===== src/rtl/latewr_pkg.sv =====
package latewr_pkg;

  typedef enum logic [1:0] {
    OP_IDLE  = 2'd0,
    OP_READ  = 2'd1,
    OP_WRITE = 2'd2
  } op_e;

endpackage


===== src/rtl/latewr_cmd_stage.sv =====
module latewr_cmd_stage
  import latewr_pkg::*;
#(
  parameter int ADDR_W = 4
) (
  input  logic              clk,
  input  logic              rst_n,
  input  logic              cmd_valid,
  input  logic              cmd_write,
  input  logic [ADDR_W-1:0] cmd_addr,
  output op_e               s_op,
  output logic [ADDR_W-1:0] s_addr
);

  op_e               op_d;
  logic              addr_en;

  always_comb begin
    op_d    = OP_IDLE;
    addr_en = cmd_valid;
    if (cmd_valid) begin
      op_d = cmd_write ? OP_WRITE : OP_READ;
    end
  end

  always_ff @(posedge clk or negedge rst_n) begin
    if (!rst_n) begin
      s_op <= OP_IDLE;
    end else begin
      s_op <= op_d;
    end
  end

  always_ff @(posedge clk) begin
    if (addr_en) begin
      s_addr <= cmd_addr;
    end
  end

endmodule


===== src/rtl/latewr_wr_hold.sv =====
module latewr_wr_hold
  import latewr_pkg::*;
#(
  parameter int ADDR_W = 4,
  parameter int DATA_W = 8
) (
  input  logic              clk,
  input  logic              rst_n,
  input  op_e               s_op,
  input  logic [ADDR_W-1:0] s_addr,
  input  logic [DATA_W-1:0] wr_data,
  output logic              pend_v,
  output logic [ADDR_W-1:0] pend_addr,
  output logic [DATA_W-1:0] pend_data
);

  logic capture;
  logic pend_v_d;

  always_comb begin
    capture  = (s_op == OP_WRITE);
    pend_v_d = capture;
  end

  always_ff @(posedge clk or negedge rst_n) begin
    if (!rst_n) begin
      pend_v <= 1'b0;
    end else begin
      pend_v <= pend_v_d;
    end
  end

  always_ff @(posedge clk) begin
    if (capture) begin
      pend_addr <= s_addr;
      pend_data <= wr_data;
    end
  end

  // a pending write exists only if the command stage held a write
  p_pend_from_write_r3: assert property (@(posedge clk) disable iff (!rst_n)
    pend_v |-> $past(s_op == OP_WRITE));

endmodule


===== src/rtl/latewr_array.sv =====
module latewr_array #(
  parameter int ADDR_W = 4,
  parameter int DATA_W = 8
) (
  input  logic              clk,
  input  logic              rst_n,
  input  logic              we,
  input  logic [ADDR_W-1:0] waddr,
  input  logic [DATA_W-1:0] wdata,
  input  logic [ADDR_W-1:0] raddr,
  output logic [DATA_W-1:0] rdata
);

  localparam int DEPTH = 1 << ADDR_W;

  logic [DEPTH-1:0][DATA_W-1:0] mem;

  always_ff @(posedge clk) begin
    if (we) begin
      mem[waddr] <= wdata;
    end
  end

  always_comb begin
    rdata = mem[raddr];
  end

  // contents move only on a cycle that carries a pending write
  p_no_commit_idle_r8: assert property (@(posedge clk) disable iff (!rst_n)
    !we |=> $stable(mem));

endmodule


===== src/rtl/latewr_rd_pipe.sv =====
module latewr_rd_pipe
  import latewr_pkg::*;
#(
  parameter int ADDR_W = 4,
  parameter int DATA_W = 8,
  parameter int RD_LAT = 1
) (
  input  logic              clk,
  input  logic              rst_n,
  input  op_e               s_op,
  input  logic [ADDR_W-1:0] s_addr,
  input  logic              pend_v,
  input  logic [ADDR_W-1:0] pend_addr,
  input  logic [DATA_W-1:0] pend_data,
  input  logic [DATA_W-1:0] arr_rdata,
  output logic              rd_valid,
  output logic [DATA_W-1:0] rd_data
);

  localparam int LAST = RD_LAT - 1;

  logic [RD_LAT-1:0] v_d, v_q;
  logic [DATA_W-1:0] d_d [RD_LAT];
  logic [DATA_W-1:0] d_q [RD_LAT];
  logic              hit;

  always_comb begin
    hit    = pend_v && (pend_addr == s_addr);
    v_d[0] = (s_op == OP_READ);
    d_d[0] = hit ? pend_data : arr_rdata;
  end

  for (genvar k = 1; k < RD_LAT; k++) begin : g_extra
    always_comb begin
      v_d[k] = v_q[k-1];
      d_d[k] = d_q[k-1];
    end
  end

  always_ff @(posedge clk or negedge rst_n) begin
    if (!rst_n) begin
      v_q <= '0;
    end else begin
      v_q <= v_d;
    end
  end

  for (genvar k = 0; k < RD_LAT; k++) begin : g_data
    always_ff @(posedge clk) begin
      if (v_d[k]) begin
        d_q[k] <= d_d[k];
      end
    end
  end

  assign rd_valid = v_q[LAST];
  assign rd_data  = d_q[LAST];

  // a read matching the uncommitted write picks up the held data
  p_fwd_pending_r6: assert property (@(posedge clk) disable iff (!rst_n)
    (s_op == OP_READ && pend_v && pend_addr == s_addr) |=>
      (d_q[0] == $past(pend_data)));

endmodule


===== src/rtl/latewr_sram.sv =====
module latewr_sram
  import latewr_pkg::*;
#(
  parameter int ADDR_W = 4,
  parameter int DATA_W = 8,
  parameter int RD_LAT = 1
) (
  input  logic              clk,
  input  logic              rst_n,
  input  logic              cmd_valid,
  input  logic              cmd_write,
  input  logic [ADDR_W-1:0] cmd_addr,
  input  logic [DATA_W-1:0] wr_data,
  output logic              rd_valid,
  output logic [DATA_W-1:0] rd_data
);

  op_e               s_op;
  logic [ADDR_W-1:0] s_addr;
  logic              pend_v;
  logic [ADDR_W-1:0] pend_addr;
  logic [DATA_W-1:0] pend_data;
  logic [DATA_W-1:0] arr_rdata;

  latewr_cmd_stage #(.ADDR_W(ADDR_W)) u_cmd (
    .clk       (clk),
    .rst_n     (rst_n),
    .cmd_valid (cmd_valid),
    .cmd_write (cmd_write),
    .cmd_addr  (cmd_addr),
    .s_op      (s_op),
    .s_addr    (s_addr)
  );

  latewr_wr_hold #(.ADDR_W(ADDR_W), .DATA_W(DATA_W)) u_hold (
    .clk       (clk),
    .rst_n     (rst_n),
    .s_op      (s_op),
    .s_addr    (s_addr),
    .wr_data   (wr_data),
    .pend_v    (pend_v),
    .pend_addr (pend_addr),
    .pend_data (pend_data)
  );

  latewr_array #(.ADDR_W(ADDR_W), .DATA_W(DATA_W)) u_array (
    .clk   (clk),
    .rst_n (rst_n),
    .we    (pend_v),
    .waddr (pend_addr),
    .wdata (pend_data),
    .raddr (s_addr),
    .rdata (arr_rdata)
  );

  latewr_rd_pipe #(.ADDR_W(ADDR_W), .DATA_W(DATA_W), .RD_LAT(RD_LAT)) u_rd (
    .clk       (clk),
    .rst_n     (rst_n),
    .s_op      (s_op),
    .s_addr    (s_addr),
    .pend_v    (pend_v),
    .pend_addr (pend_addr),
    .pend_data (pend_data),
    .arr_rdata (arr_rdata),
    .rd_valid  (rd_valid),
    .rd_data   (rd_data)
  );

  // every result is the product of a read issued RD_LAT+1 cycles earlier
  p_rd_latency_r5: assert property (@(posedge clk) disable iff (!rst_n)
    rd_valid |-> $past(cmd_valid && !cmd_write, RD_LAT + 1));

endmodule


===== config.mk =====
export PLATFORM = sky130hd
export DESIGN_NAME = latewr_sram
export DESIGN_NICKNAME = d
export VERILOG_FILES = /design/src/rtl/latewr_pkg.sv /design/src/rtl/latewr_cmd_stage.sv /design/src/rtl/latewr_wr_hold.sv /design/src/rtl/latewr_array.sv /design/src/rtl/latewr_rd_pipe.sv /design/src/rtl/latewr_sram.sv
export SDC_FILE = /design/constraint.sdc
export NUM_CORES = 1
export LEC_CHECK = 0
export ABC_AREA = 1
export BUFFER_PORTS_ARGS = -buffer_cell sky130_fd_sc_hd__buf_2
export CORE_MARGIN = 2
export CORE_UTILIZATION = 50
export CTS_BUF_LIST = sky130_fd_sc_hd__clkbuf_4 sky130_fd_sc_hd__clkbuf_8
export DETAILED_ROUTE_END_ITERATION = 16
export PLACE_DENSITY = 0.74
export SYNTH_ARGS = -nofsm -noshare
export SYNTH_HDL_FRONTEND = slang
export SYNTH_SLANG_ARGS = --single-unit
export TNS_END_PERCENT = 100

===== constraint.sdc =====
create_clock -name clk -period 1.85 [get_ports clk]
set_clock_uncertainty 0.1 [all_clocks]
set_input_delay 0.2775 -clock clk [delete_from_list [all_inputs] [get_ports clk]]
set_output_delay 0.2775 -clock clk [all_outputs]
set_load 0.1 [all_outputs]

==> results of run 1 <==
cells in the mapped netlist, drive strengths merged:
cell type  instances  share of area, %
nand4              8              0.75
clkinv             1             0.075
dfrtp              4               1.5
inv              108               6.2
nand2            191                11
edfxtp           152                69
buf               23               2.1
clkbuf             2              0.11
nand3            101               7.8
o21ai              1             0.075
a21oi              2              0.49
nor2              19               1.1
o22ai              2              0.19
power breakdown:
| group | internal [W] | switching, W | leakage [nW] |
|---|---|---|---|
| sequential | 0.00393 | 0.0000599 | 1.43 |
| clock | 0.00133 | 0.00124 | 0.194 |
| combinational | 0.000247 | 0.000501 | 1.71 |
| total | 0.00551 | 0.00180 | 3.34 |
worst max-delay path: stages, from the launching register on:
cell and delay (ns):
sky130_fd_sc_hd__edfxtp_1 0.41, sky130_fd_sc_hd__buf_4 0.18, sky130_fd_sc_hd__inv_6 0.12, sky130_fd_sc_hd__buf_12 0.15, sky130_fd_sc_hd__o22ai_1 0.11, sky130_fd_sc_hd__a21oi_4 0.20, sky130_fd_sc_hd__nand3_4 0.15, sky130_fd_sc_hd__nand2_1 0.11
sky130_fd_sc_hd__nand2_1 0.07
cells by family (layout without fill, tap and decap cells):
| group | count (synthesis) | in the layout | share of synthesized area [%] |
|---|---|---|---|
| buf+inv | 134 | 219 | 8.435 |
| simple gates | 319 | 319 | 20.46 |
| compound gates | 5 | 5 | 0.7547 |
| flops | 156 | 156 | 70.35 |
worst max path at each step:
| stage | startpoint | end | cells after the start |
|---|---|---|---|
| global placement | u_cmd.s_addr[0] | u_rd.d_q[0][4] | 9 |
| global route | u_cmd.s_addr[0] | u_rd.d_q[0][3] | 8 |
| finish | u_cmd.s_addr[0] | u_rd.d_q[0][1] | 8 |
| CTS | u_cmd.s_addr[0] | u_rd.d_q[0][2] | 9 |
| floorplan | u_cmd.s_addr[2] | u_rd.d_q[0][0] | 7 |
| detailed placement | u_cmd.s_addr[0] | u_rd.d_q[0][2] | 9 |
through the flow:
step / power [W] / utilization [%] / setup TNS [ns]
after floorplan: 0.004491 / - / 0
after global placement: 0.004692 / 54.35 / 0
after detailed placement: 0.004705 / 54.35 / 0
after CTS: 0.007254 / 58.68 / 0
after global routing: 0.007543 / 59.69 / -0.3250
final: 0.007308 / 59.69 / -0.006215
state kept, by name (all words and copies together), names as in the netlist:
name              count
u_array.mem         128
u_hold.pend_data      8
u_rd.d_q              8
u_cmd.s_addr          4
u_hold.pend_addr      4
u_cmd.s_op            2
u_hold.pend_v         1
u_rd.rd_valid         1
metal layers:
layer	up-vias	wire [um]	GRT usage, %
met5	-	0	0
met4	0	414	8.929
met3	41	1309	5.029
met2	220	8123	38.43
met1	2206	6482	29.41
li1	2148	-	-
timing repair:
item | CTS | global route
endpoints found under the setup margin | 0 | 8
gates resized for setup | 0 | 4
hold buffers | 16 | 0
buffers inserted | 0 | 4
hold endpoints to repair | 22 | 0
area by class of cell:
type	instances	area, um2
inverters	109	417.9
repair buffers	78	684.4
fillers	1025	5275
clock buffers	22	290.3
flip-flops and latches	156	4664
well taps	176	220.2
clock inverters	10	116.4
multi-input cells	324	1416
layout by cell type, fill, tap and decap left out:
master / Yosys / layout
sky130_fd_sc_hd__nand2_1: 191 / 191
sky130_fd_sc_hd__edfxtp_1: 152 / 152
sky130_fd_sc_hd__inv_1: 104 / 104
sky130_fd_sc_hd__nand3_1: 100 / 98
sky130_fd_sc_hd__buf_4: 5 / 29
sky130_fd_sc_hd__buf_2: 15 / 24
sky130_fd_sc_hd__clkbuf_8: 0 / 20
sky130_fd_sc_hd__nor2_1: 19 / 19
sky130_fd_sc_hd__dlygate4sd3_1: 0 / 16
sky130_fd_sc_hd__nand4_1: 8 / 8
sky130_fd_sc_hd__clkinvlp_4: 0 / 5
sky130_fd_sc_hd__buf_12: 0 / 5
sky130_fd_sc_hd__dfrtp_1: 4 / 4
sky130_fd_sc_hd__clkinv_2: 1 / 3
sky130_fd_sc_hd__clkbuf_16: 0 / 3
sky130_fd_sc_hd__inv_6: 0 / 2
sky130_fd_sc_hd__inv_2: 3 / 2
sky130_fd_sc_hd__nand3_2: 0 / 2
sky130_fd_sc_hd__o22ai_1: 2 / 2
sky130_fd_sc_hd__a21oi_4: 2 / 2
sky130_fd_sc_hd__bufinv_16: 0 / 2
sky130_fd_sc_hd__clkbuf_4: 0 / 2
sky130_fd_sc_hd__inv_4: 1 / 1
sky130_fd_sc_hd__o21ai_0: 1 / 1
sky130_fd_sc_hd__nand3_4: 1 / 1
sky130_fd_sc_hd__buf_6: 2 / 1
==> results.json, run 1 <==
{
  "min-delay-path-class": "input port to asynchronous set/reset pin",
  "die_h_um": 119.2,
  "globalplace.congestion": 0.8685,
  "synth_area_mm2": 0.006630,
  "post_route_cells_drive_above_1_share_pct": 14.88,
  "htree_levels": 4,
  "placedInstanceArea_mm2": 0.007112,
  "postLayoutCellArea_mm2": 0.007810,
  "drt_iter0_drc": 485,
  "criticalPathCategory": "flip-flop to flip-flop",
  "hold_violations": 0,
  "power_density_mw_per_mm2": 935.8,
  "required_ns": 1.96,
  "worst_ir_drop_on_vdd_uv": 760.0,
  "hpwl_mm": 9.322,
  "place_worst_setup_slack_ns": 0.04561,
  "avgRoutedWirePerCell_um": 18.66,
  "whs_ns": 0.04957,
  "clk_root_buffer_cell": "sky130_fd_sc_hd__clkbuf_8",
  "tmin_final_ns": 1.856,
  "maxCapViolations": 0,
  "period_share_pct": 100.3,
  "violations": "setup timing",
  "core_area_mm2": 0.01309,
  "clock_tree.buffer_depth": 2,
  "io_buffer_count": 24,
  "arrival_ns": 1.97,
  "leakage_nw": 3.338,
  "synth.net_count": 630,
  "yosysWarnings": 0,
  "synth_sequential_area_ratio_pct": 70.35,
  "num_antenna_cells": 0,
  "finalNetCount": 702,
  "numPlacedInstances": 819,
  "antenna_left": 0,
  "max-slew-margin-rel_pct": 48.50,
  "route.vias.total": 4615,
  "wirelength_mm": 16.33,
  "reg2reg_depth": 8,
  "initial_antenna_violation_count": 0,
  "cts.sinks": 156,
  "tightest_slew_ns": 0.7726,
  "drc": 0,
  "placement_rows": 42,
  "r2r_end": "u_rd.d_q[0][1]",
  "tritonroute_pass_1_iters": 5,
  "report.final.slew_viol_count": 0,
  "final_standard_cell_count_with_taps_included_and_fillers_excluded": 875,
  "synth_seq_cells": 156,
  "die-area_mm2": 0.01420,
  "regToRegSetupSlack_ns": -0.006,
  "worst_setup_path_end_kind": "flip-flop",
  "first_global_vias": 4511,
  "synth.avg_cell_area_um2": 10.80,
  "vias_per_cell": 5.274,
  "cp-start-kind": "flip-flop",
  "clock_latency_ns": 0.46,
  "grt_max_degree": 66,
  "grt_first_pass_wirelength_mm": 24.20,
  "syn_inst": 614,
  "yosysUniqueCellTypes": 19,
  "cts_made_buffers": 17,
  "ioPinCount": 25,
  "postLayoutSetupSlackWorst_ns": -0.006215,
  "fmax_mhz": 538.7,
  "reg2reg_launch_point": "u_cmd.s_addr[0]",
  "global_route.overflow_total": 0,
  "die_width_um": 119.2,
  "initial_core_util_pct": 50.67,
  "finalSetupViolations": 1,
  "run_status": "finished, violations left",
  "grt_util_all_layers_pct": 22.98,
  "areaGrowthSynthToFinish_pct": 17.80,
  "clkTransAtPathRegs_ns": 0.08,
  "tritoncts": "built",
  "cp_max_fo": 13
}
Power figures use the tool's default switching activity.
==> inputs of run 2 (changes only) <==
- BUFFER_PORTS_ARGS: -buffer_cell sky130_fd_sc_hd__buf_2 -> default
- DONT_BUFFER_PORTS: default -> 1
- PLACE_DENSITY: 0.74 -> 0.72
==> run 2 against run 1 <==
Effect of this change: the flow now finishes without violations; clock power up 15%; setup slack improved by 0.10 ns; largest power group unchanged; via count down 4.5%; sequential share of layout area rose by 0.64 points; count of clock-buffer cells in the layout shrank 3; register-to-register slack improved by 0.10 ns; worst hold slack gained 0.30 ns; global-route usage shrank 0.59 points; first-iteration DRC count is 8.9% higher; flip-flop and latch count is the same; combinational power fell by 11%; fmax up 5.9%.
==> results.json, run 2 (synthesized netlist as in run 1, its figures left out) <==
{
  "run_status": "finished, final reports clean",
  "die_width_um": 119.2,
  "cp_max_fo": 32,
  "min_to": "u_hold.pend_data[1]",
  "regToRegSetupSlack_ns": 0.1,
  "num_antenna_cells": 0,
  "cts.repair_timing.setup_buffer_count": 0,
  "final_standard_cell_count_with_taps_included_and_fillers_excluded": 858,
  "grt_first_pass_wirelength_mm": 23.30,
  "top_register": "u_array.mem",
  "clock_tree.buffer_depth": 2,
  "clock_latency_ns": 0.46,
  "report.final.slew_viol_count": 0,
  "ioPinCount": 25,
  "r2r_end": "u_rd.d_q[0][0]",
  "global_route.overflow_total": 0,
  "grt_max_degree": 66,
  "numPlacedInstances": 809,
  "fmax_mhz": 570.6,
  "reg.largest.list": "u_array.mem x128, u_hold.pend_data x8, u_rd.d_q x8",
  "grt_util_all_layers_pct": 22.39,
  "clk_root_buffer_cell": "sky130_fd_sc_hd__clkbuf_8",
  "placedInstanceArea_mm2": 0.007084,
  "min-delay-path-class": "input port to flip-flop",
  "unrepaired_setup_endpoints_after_global_routing": "no",
  "max-slew-margin-rel_pct": 46.22,
  "placement_rows": 42,
  "maxCapViolations": 0,
  "criticalPathCategory": "flip-flop to flip-flop",
  "initial_core_util_pct": 50.67,
  "first_global_vias": 4413,
  "tightest_slew_ns": 0.8067,
  "clkTransAtPathRegs_ns": 0.09,
  "cts.sinks": 156,
  "tritonroute_pass_1_iters": 8,
  "cts_resized": 0,
  "leakage_nw": 3.286,
  "flip_flop_count_of_the_largest_register_after_layout": 128,
  "whs_path_depth": 1,
  "core_area_mm2": 0.01309,
  "initial_antenna_violation_count": 0,
  "route.vias.total": 4406,
  "cts_made_buffers": 17,
  "postLayoutCellArea_mm2": 0.007727,
  "layout_common_cells": "191 x sky130_fd_sc_hd__nand2_1, 152 x sky130_fd_sc_hd__edfxtp_1, 104 x sky130_fd_sc_hd__inv_1",
  "post_route_cells_drive_above_1_share_pct": 12.32,
  "htree_levels": 4,
  "arrival_ns": 1.87,
  "drt_iter0_drc": 528,
  "hpwl_mm": 9.402,
  "globalplace.congestion": 0.8989,
  "cp-start-kind": "flip-flop",
  "finalNetCount": 685,
  "min-delay-start": "wr_data[1]",
  "antenna_left": 0,
  "die-area_mm2": 0.01420,
  "crit_path_start": "u_cmd.s_addr[0]",
  "worst_setup_path_end_kind": "flip-flop",
  "fin_tns_setup_ns": 0,
  "die_h_um": 119.2,
  "tritoncts": "built",
  "finalSetupViolations": 0,
  "areaGrowthSynthToFinish_pct": 16.55,
  "drc": 0,
  "layout.cells.most_common": "sky130_fd_sc_hd__nand2_1",
  "reg2reg_depth": 7,
  "tmin_final_ns": 1.753,
  "worst_ir_drop_on_vdd_uv": 934.8,
  "wirelength_mm": 14.75,
  "io_buffer_count": 0,
  "hold_violations": 0,
  "reg2reg_launch_point": "u_cmd.s_addr[0]",
  "required_ns": 1.96,
  "vias_per_cell": 5.135,
  "avgRoutedWirePerCell_um": 17.20,
  "power_density_mw_per_mm2": 985.6,
  "fillerInstances": 1012,
  "period_share_pct": 94.73
}
## run 2: cell count changes in the layout (fill, tap and decap cells not counted), moves of 3 or more
cell	delta
sky130_fd_sc_hd__bufinv_16	+3
sky130_fd_sc_hd__buf_4	+11
sky130_fd_sc_hd__clkbuf_16	-3
sky130_fd_sc_hd__clkinvlp_4	-4
sky130_fd_sc_hd__buf_2	-24
sky130_fd_sc_hd__clkinv_4	+3
## run 2: critical path, stage by stage (launching register included)
cell and delay, ns:
sky130_fd_sc_hd__edfxtp_1 0.45, sky130_fd_sc_hd__inv_2 0.14, sky130_fd_sc_hd__buf_12 0.20, sky130_fd_sc_hd__o22ai_1 0.14, sky130_fd_sc_hd__a21oi_4 0.18, sky130_fd_sc_hd__nand3_4 0.13
sky130_fd_sc_hd__nand2_1 0.10, sky130_fd_sc_hd__nand2_1 0.06
## run 2: power by group
part           leakage, nW  internal (W)  switching (W)  total (W)
Sequential            1.43       0.00393      0.0000598    0.00399
Clock                0.237       0.00169        0.00128    0.00296
Combinational         1.62      0.000211       0.000456   0.000667
Total                 3.29       0.00582        0.00179    0.00762
## run 2: area by class of cell
class	count	area, um2	area share [%]
inverter	109	412.9	5.343
clock buffer	19	261.5	3.384
timing repair buffer	61	550.5	7.124
sequential	156	4664	60.36
clock inverter	13	211.5	2.736
tap	176	220.2	2.850
multi-input combinational	324	1406	18.20
## run 2: what timing repair did
action | in CTS | in global routing
hold endpoints to repair | 22 | 0
hold buffers | 17 | 0
endpoints found under the setup margin | 0 | 0
## run 2: routing by layer
layer  track usage, %  up-vias  wire length [um]  part of all wire, %
met5                0        -                 0                    0
met4            9.226        0               429                  2.9
met3            6.082       38              1073                  7.3
met2            35.38      202              7109                   48
met1            29.47     2055              6142                   42
li1                 -     2111                 -                    -
## run 2: how the worst max path moves through the flow
stage	slack, ns	end	depth (start not counted)
global placement	0.17	u_rd.d_q[0][3]	9
detailed placement	0.1	u_rd.d_q[0][0]	7
CTS	0.1	u_rd.d_q[0][0]	7
floorplan	0.32	u_rd.d_q[0][0]	7
finish	0.1	u_rd.d_q[0][0]	7
global route	0.02	u_rd.d_q[0][7]	9
## run 2: per-stage QoR
| step | total power, W | util [%] | hold WS (ns) | setup WS [ns] |
|---|---|---|---|---|
| final | 0.007616 | 59.06 | 0.3463 | 0.09747 |
| after global routing | 0.007871 | 59.06 | 0.3186 | 0.01597 |
| after CTS | 0.007629 | 59.06 | 0.3173 | 0.09818 |
| after detailed placement | 0.004693 | 54.14 | -0.1180 | 0.09722 |
| after global placement | 0.004683 | 54.14 | -0.1180 | 0.1667 |
| after floorplan | 0.004491 | - | -0.1181 | 0.3201 |
